<file path="config.mk">
export PLATFORM = sky130hd
export DESIGN_NAME = gcop_regfile
export DESIGN_NICKNAME = d
export VERILOG_FILES = /design/src/rtl/gcop_regfile.sv
export SDC_FILE = /design/constraint.sdc
export NUM_CORES = 2
export LEC_CHECK = 0
export BUFFER_PORTS_ARGS = -buffer_cell sky130_fd_sc_hd__buf_2
export CAP_MARGIN = 40
export CORE_MARGIN = 10
export CORE_UTILIZATION = 40
export CTS_BUF_LIST = sky130_fd_sc_hd__clkbuf_4 sky130_fd_sc_hd__clkbuf_8 sky130_fd_sc_hd__clkbuf_16
export DETAILED_ROUTE_END_ITERATION = 10
export PLACE_DENSITY = 0.61
export RECOVER_POWER = 100
export SYNTH_ARGS = -nofsm -noshare
export SYNTH_HDL_FRONTEND = slang
export SYNTH_SLANG_ARGS = --single-unit
</file>
<file path="constraint.sdc">
create_clock -name clk -period 26 [get_ports clk]
set_clock_uncertainty 0.2 [all_clocks]
set_input_delay 2.6 -clock clk [delete_from_list [all_inputs] [get_ports clk]]
set_output_delay 2.6 -clock clk [all_outputs]
set_load 0.01 [all_outputs]
</file>
<file path="src/rtl/gcop_regfile.sv">
module gcop_regfile #(
  parameter int DW = 32,
  parameter int AW = 6
) (
  input  logic          clk,
  input  logic          rst_n,
  input  logic          wr_en,
  input  logic [AW-1:0] wr_idx,
  input  logic [DW-1:0] wr_data,
  input  logic [AW-1:0] rd_idx,
  output logic [DW-1:0] rd_data
);
  localparam int NREG = 1 << AW;
  localparam int CW   = $clog2(DW + 1);

  logic [DW-1:0] regs [NREG];

  function automatic logic [DW-1:0] sx16(input logic [DW-1:0] v);
    return {{(DW-16){v[15]}}, v[15:0]};
  endfunction

  function automatic logic [DW-1:0] zx16(input logic [DW-1:0] v);
    return {{(DW-16){1'b0}}, v[15:0]};
  endfunction

  function automatic logic [4:0] clamp5(input logic [DW-1:0] v);
    logic signed [DW-1:0] s;
    s = $signed(v) >>> 7;
    if (s < 0) return 5'd0;
    else if (s > 31) return 5'd31;
    else return s[4:0];
  endfunction

  function automatic logic [CW-1:0] lead_run(input logic [DW-1:0] v);
    logic [CW-1:0] n;
    logic          run;
    n   = 1;
    run = 1'b1;
    for (int k = DW - 2; k >= 0; k--) begin
      if (run && v[k] == v[DW-1]) n = n + 1'b1;
      else run = 1'b0;
    end
    return n;
  endfunction

  function automatic logic [DW-1:0] stat_fix(input logic [DW-1:0] v);
    logic [DW-1:0] m;
    m = v & 32'h7FFF_F000;
    m[31] = |m[30:23] | |m[18:13];
    return m;
  endfunction

  function automatic logic [DW-1:0] col_field(input logic [4:0] f);
    return sx16({{(DW-12){1'b0}}, f, 7'd0});
  endfunction

  logic [14:0] colour_rd;
  assign colour_rd = {clamp5(regs[11]), clamp5(regs[10]), clamp5(regs[9])};

  always_ff @(posedge clk) begin
    if (!rst_n) begin
      for (int i = 0; i < NREG; i++) regs[i] <= '0;
    end else if (wr_en) begin
      case (wr_idx)
        6'd1, 6'd3, 6'd5, 6'd8, 6'd9, 6'd10, 6'd11,
        6'd36, 6'd44, 6'd52, 6'd58, 6'd59, 6'd61, 6'd62:
          regs[wr_idx] <= sx16(wr_data);
        6'd7, 6'd16, 6'd17, 6'd18, 6'd19:
          regs[wr_idx] <= zx16(wr_data);
        6'd15: begin
          regs[12] <= regs[13];
          regs[13] <= regs[14];
          regs[14] <= wr_data;
        end
        6'd28: begin
          regs[9]  <= col_field(wr_data[4:0]);
          regs[10] <= col_field(wr_data[9:5]);
          regs[11] <= col_field(wr_data[14:10]);
        end
        6'd29, 6'd31: ;
        6'd30: begin
          regs[30] <= wr_data;
          regs[31] <= {{(DW-CW){1'b0}}, lead_run(wr_data)};
        end
        6'd63:
          regs[63] <= stat_fix(wr_data);
        default:
          regs[wr_idx] <= wr_data;
      endcase
    end
  end

  always_comb begin
    case (rd_idx)
      6'd15:        rd_data = regs[14];
      6'd28, 6'd29: rd_data = {{(DW-15){1'b0}}, colour_rd};
      default:      rd_data = regs[rd_idx];
    endcase
  end


  queue_shift_chk: assert property (@(posedge clk) disable iff (!rst_n)
    (wr_en && wr_idx == 6'd15) |=> (regs[12] == $past(regs[13]) &&
      regs[13] == $past(regs[14]) && regs[14] == $past(wr_data)));


  mirror_rd_chk: assert property (@(posedge clk) disable iff (!rst_n)
    (rd_idx == 6'd15) |-> (rd_data == regs[14]));


  data_sext_chk: assert property (@(posedge clk) disable iff (!rst_n)
    (wr_en && (wr_idx == 6'd1 || wr_idx == 6'd8)) |=>
      (regs[$past(wr_idx)] == {{16{$past(wr_data[15])}}, $past(wr_data[15:0])}));


  zext_chk: assert property (@(posedge clk) disable iff (!rst_n)
    (wr_en && wr_idx >= 6'd16 && wr_idx <= 6'd19) |=> (regs[$past(wr_idx)][31:16] == 16'd0));


  stat_word_chk: assert property (@(posedge clk) disable iff (!rst_n)
    (regs[63][11:0] == 12'd0) && (regs[63][31] == (|regs[63][30:23] || |regs[63][18:13])));


  colour_rng_chk: assert property (@(posedge clk) disable iff (!rst_n)
    (rd_idx == 6'd28 || rd_idx == 6'd29) |-> (rd_data[31:15] == 17'd0));


  ro_lead_chk: assert property (@(posedge clk) disable iff (!rst_n)
    (wr_en && wr_idx == 6'd31) |=> $stable(regs[31]));


  lead_rng_chk: assert property (@(posedge clk) disable iff (!rst_n)
    (wr_en && wr_idx == 6'd30) |=> (regs[31] >= 1 && regs[31] <= 32));
endmodule

</file>
=== Word-level counts from Yosys, hierarchy flattened ===
Memory sizes are Yosys's and may differ from the RTL's.
Cells that the tools add are included.

* Bits in registers: 0
* Memory bits (writable): 2048
* Input bits: 47
* Output and inout port bits: 32
* Logic and storage cells: 439
* Memories: 1

* $add $sub $neg: 30
* $lt $le $gt $ge: 6
* Eq/ne operators: 59
* Mux-type cells: 294
* Bitwise operators: 12
* Reduce and logical (&&, ||, !) cells: 37

{| class="wikitable"
|+ Memories
! memory !! depth !! width !! read ports !! clocked after Yosys merged registers in !! wr ports !! line !! source
|-
| regs || 64 || 32 || 6 || 0 || 64 || 16 || <nowiki>logic [DW-1:0] regs [NREG];</nowiki>
|}

{| class="wikitable"
|+ Operator list
! cell !! count
|-
| 6-bit two-way mux || 124
|-
| 32-bit two-way mux || 12
|-
| 6-bit by 1-bit adder with 6-bit output (second input constant) || 30
|-
| 1-bit two-way mux || 150
|-
| 25-bit by 6-bit > comparator with 1-bit output (second input constant) || 3
|-
| 25-bit by 1-bit less-than comparator with 1-bit output (second input constant) || 3
|-
| 32-bit one-hot mux with 2 select lines || 1
|-
| 6-bit by 5-bit == test with 1-bit output (second input constant) || 10
|-
| 6-bit == test (second input constant) || 8
|-
| 6-bit by 4-bit == test with 1-bit output (second input constant) || 6
|-
| 32-bit OR reduction || 1
|-
| 1-bit == test || 31
|-
| 1-bit logical AND || 30
|-
| 5-bit two-way mux || 6
|-
| 25-bit OR reduction || 1
|-
| 14-bit OR reduction || 1
|-
| 6-bit by 3-bit == test with 1-bit output (second input constant) || 2
|-
| 1-bit OR || 12
|-
| 8-bit OR reduction || 1
|-
| 6-bit by 1-bit == test with 1-bit output (second input constant) || 1
|-
| 6-bit by 2-bit == test with 1-bit output (second input constant) || 1
|-
| 6-bit OR reduction || 1
|-
| 5-bit OR reduction || 1
|-
| 2-bit two-way mux || 1
|-
| 2-bit OR reduction || 1
|}

=== Depth between registers and ports, before layout ===
* Depth in word-level cells: 156
* Gate-level depth with buffers: 89
* Mapped depth without buffers: 86

=== Least setup slack after synthesis ===
OpenSTA, ideal clock, no wires.

* Path type: input-to-reg
* From: input wr_data[31]
* To: memory regs[31][5], data pin
* Setup time: 0.262 ns
* Data arrival time: 19.492 ns
* Required time: 25.538 ns
* Setup slack: 6.046 ns
* Cell stages on the path: 86
* Path buffers: 6
* Cells stage by stage: buf_2 -> buf_4 -> buf_6 -> buf_4 -> clkbuf_1 -> clkbuf_1 -> a31oi_1 -> ha_1 -> a21o_1 -> ha_1 -> o21a_1 -> ha_1 -> nand2_1 -> nand4_1 -> and2_1 -> ha_1 -> o221a_2 -> ha_1 -> [50 not listed] -> ha_1 -> inv_1 -> o21ai_0 -> ha_1 -> a21oi_1 -> o21ai_0 -> ha_1 -> mux2_2 -> ha_1 -> mux2i_1 -> a22oi_1 -> ha_1 -> xnor3_1 -> nand4_1 -> or4b_1 -> mux2i_1 -> xor3_1 -> nor2_1

{| class="wikitable"
|+ RTL lines
! what !! line !! source
|-
| start: declaration || 9 || <nowiki>input logic [DW-1:0] wr_data,</nowiki>
|-
| end: declaration || 16 ||
|}

=== Worst setup path after layout ===
* From: input rd_idx[0]
* To: output rd_data[26]

* Word-level cells in the longest chain between the ends: 3
* Elaborated cells between the ends (all ways): 6
* Classes of those cells: eq/ne (3); mux (1); reduce/logical (1); memory (1)

{| class="wikitable"
|+ Ends and longest elaborated chain
! what !! line !! source
|-
| start: declaration || 10 || <nowiki>input logic [AW-1:0] rd_idx,</nowiki>
|-
| branches (longest 2 deep; another with memory read 64 x 32 bit) || - ||
|-
| 32-bit one-hot mux with 2 select lines * || 94 || <nowiki>case (rd_idx)</nowiki>
|-
| end: declaration || 11 || <nowiki>output logic [DW-1:0] rd_data</nowiki>
|}

Every way passes the cells marked *.

==> flow_summary_export.csv <==
group,metric,value,unit
worst_setup_path,path_cells,"clkbuf_1, clkbuf_1, clkbuf_1, clkbuf_1, clkbuf_1, clkbuf_1, mux2i_1, o22ai_1, a21oi_1, o211ai_1, o21ai_0, nand2_1, o21ai_0, o21ai_0, clkbuf_1",
final_layout,multi_input_area,31400,um2
final_layout,nets,6384,
final_layout,seqCellArea,61200,um2
timing,layout_min_cycle_time,21130,ps
logic_synthesis,netlist_area,94300,um2
timing,setup_violations,0,
clock_tree,clk_path_buf_depth,3,
logic_synthesis,yosysWarnings,0,
logic_synthesis,ys_seq_elements,2048,
final_layout,reg_top3,"regs (2048)",
worst_setup_path,slowest_delay,4200,ps
worst_hold_path,min_path_type,"flop to flop",
floorplan,fp-row-count,178,
final_layout,final_common_cell,"edfxtp_1",
place,io_buffers,78,
grt,grt.overflow.total,0,
timing,rsz0062_at_grt,"false",
worst_setup_path,crit_type,"input port to output port",
grt,grtUsageTotal,0.224,
final_layout,fillers,20496,
logic_synthesis,synth_top_family_by_area,"multiplexers",
logic_synthesis,synthCells,6266,
timing,max_freq,47.3,MHz
timing,fin_setup_tns,0,ps
final_layout,drive_gt1_frac,0.186,
place,hpwl,178,mm
power,ir_worst_vdd,0.0000589,V
floorplan,die_area,255000,um2
logic_synthesis,synth_edf_count,2022,
logic_synthesis,synth_fa_ha_area_frac,0.00411,
clock_tree,postCtsSetupBuffers,0,
floorplan,coreArea,235000,um2
status,violations,"capacitance limit, slew limit",
clock_tree,clock_sinks,2048,
power,p_leak,38.2,nW
detailed_routing,routed_wl,294,mm
logic_synthesis,synthSimpleGateAreaFrac,0.124,
worst_setup_path,worstPathRequired,23200,ps
detailed_routing,remaining_drc_errors,0,
detailed_routing,drtPass1Iterations,8,
floorplan,die_x,505,um
clock_tree,clk_pin_slew_worst_paths,60,ps
worst_hold_path,min_from,"regs[31][29]",
grt,grt_pass1_vias,56922,
power,clockPowerShare,0.396,
floorplan,pin_count,79,
clock_tree,ctsHoldBuffers,0,
power,power_frac_comb,0.098,
timing,maxSlewViolCount,3464,
worst_setup_path,rr_startpoint,"regs[14][30]",
floorplan,initial_core_util,0.401,
worst_setup_path,crit_path_start,"rd_idx[0]",
power,swShare,0.242,
clock_tree,cts_root_buf,"clkbuf_16",
timing,post-route-period-util,0.813,
timing,relSlewSlack,-5.88,
detailed_routing,drt-initial-drc-count,8121,
grt,grt_max_degree,195,
worst_setup_path,cp-start-kind,"input port",
worst_setup_path,endpoint_kind,"output port",
clock_tree,cts_buffers,214,
power,p_int,0.00579,W
clock_tree,htree_levels,4,
place,routabilityCongestion,0.882,
final_layout,regMostFlops,"regs",
worst_setup_path,cp_data_arrival_time,18330,ps
status,outcome,"finished with violations",
clock_tree,cts_resized,0,
logic_synthesis,synth_compound_area_frac,0.0251,
grt,grt_antenna_before_repair,22,
power,power_frac_seq,0.506,
timing,finalHoldViolCount,0,
logic_synthesis,seq_area_frac_synth,0.650,
logic_synthesis,synthArstFlopShare,0,
logic_synthesis,synth_cell_types,93,
final_layout,layout_common_cells,"2,022 x edfxtp_1, 898 x nor2_1, 825 x and3_1, 631 x mux4_2, 273 x nand2_1",
logic_synthesis,synth_xor_area_frac,0.0103,
clock_tree,cts_tree,"yes",
run,maxCapViolCount,104,
detailed_routing,vias,57753,
worst_setup_path,path_max_fanout,66,
detailed_routing,drt.antenna.violating_nets,0,
timing,tightest_slew,10310,ps
worst_setup_path,path_common_cell,"clkbuf_1",
logic_synthesis,synthFlopType,"edfxtp_1",
logic_synthesis,syn-mean-instance-area,15.0,um2
final_layout,final_util,0.448,
grt,grt_pass1_wl,422,mm
clock_tree,clock_latency,870,ps
detailed_routing,routedWlPerCell,30.4,um
worst_setup_path,crit_slowest_cell,"clkbuf_1",
power,power_switching,0.00185,W
final_layout,areaGrowthSynthToFinish,11.8,%
final_layout,largest_register_ffs,2048,
power,power.density,72.5,nW/um2
logic_synthesis,synthMuxAreaShare,0.159,
floorplan,die_y,505,um
detailed_routing,vias_per_cell,5.99,
## metrics by stage
| stage | instances | instance area [um2] | hold WS [ps] | total power [W] | worst slack, ps |
|---|---|---|---|---|---|
| 6_report | 9645 | 105000 | 258 | 0.00764 | 4870 |
| 5_1_grt | 9643 | 105000 | 272 | 0.00784 | 2900 |
| 4_1_cts | 9635 | 107000 | 258 | 0.00767 | 5550 |
| 3_5_place_dp | 9243 | 99800 | 241 | 0.00469 | 4660 |
| 3_3_place_gp | 9188 | 98700 | 237 | 0.00465 | 4790 |
| 2_1_floorplan | 6453 | 95000 | 224 | 0.00434 | 6050 |
## logic make-up after synthesis
| family | after synthesis |
|---|---|
| AO/OA/AOI/OAI | 359 |
| XOR/XNOR | 83 |
| adder cells (fa/ha/maj) | 32 |
| buffers and inverters | 684 |
| flip-flops | 2048 |
| multiplexers | 707 |
| other | 1 |
| AND/OR/NAND/NOR | 2352 |
## power groups by stage
stage	clock, W	sequential [W]	combinational [W]
5_1_grt	0.00319	0.00388	0.000776
3_3_place_gp	0	0.00391	0.000742
6_report	0.00303	0.00386	0.000747
4_1_cts	0.00305	0.00386	0.000763
3_5_place_dp	0	0.00392	0.000761
2_1_floorplan	0	0.00390	0.000437
## critical path: cells and delay by family
family | cells | cell delay (ps)
buf+inv | 7 | 13560
compound gates | 6 | 1410
mux | 1 | 360
simple gates | 1 | 190
## final cells by class
| class | instances | area share |
|---|---|---|
| inverter | 26 | 0.000926 |
| tap | 3150 | 0.0374 |
| clock buffer | 287 | 0.0566 |
| clock inverter | 105 | 0.00894 |
| sequential | 2048 | 0.581 |
| multi-input combinational | 3721 | 0.298 |
| antenna | 9 | 0.000214 |
| timing repair buffer | 299 | 0.0165 |
## layer usage
metal  vias up  track usage  wire length (um)
li1      23980            -                 -
met1     30163        0.298            112000
met2      3074        0.366            143000
met3       534       0.0389             26100
met4         2       0.0898             12700
met5         -            0                 7
## synthesized netlist by cell type, drive strengths merged, types with 9 or more instances
cell / number / area share
edfxtp: 2022 / 0.64
nor2: 906 / 0.036
and3: 826 / 0.055
mux4: 631 / 0.15
clkbuf: 584 / 0.023
nand2: 280 / 0.011
o21ai: 139 / 0.0074
buf: 74 / 0.0032
and2: 73 / 0.0048
mux2i: 63 / 0.0067
nor3: 62 / 0.0035
a21oi: 56 / 0.0031
a22o: 48 / 0.0045
nand3: 46 / 0.0025
xnor2: 44 / 0.0045
nand2b: 36 / 0.0024
ha: 27 / 0.0036
dfxtp: 26 / 0.0055
nor2b: 26 / 0.0017
inv: 25 / 0.0010
xor2: 25 / 0.0024
nor4: 23 / 0.0016
nand4: 18 / 0.0012
o22ai: 18 / 0.0013
or2: 15 / 0.0010
mux2: 13 / 0.0016
xnor3: 12 / 0.0029
o211ai: 11 / 0.00093
a21o: 10 / 0.00080
a21boi: 9 / 0.00080
o21a: 9 / 0.00072
or3: 9 / 0.00060
## final timing paths
path | end | slack [ps] | depth (start not counted)
hold / removal | regs[31][29] | 260 | 1
hold reg to reg | regs[31][29] | 260 | 1
setup reg to reg | regs[13][30] | 24530 | 2
setup / recovery | rd_data[26] | 4870 | 15
No activity file was read; power rests on OpenSTA's default activity.
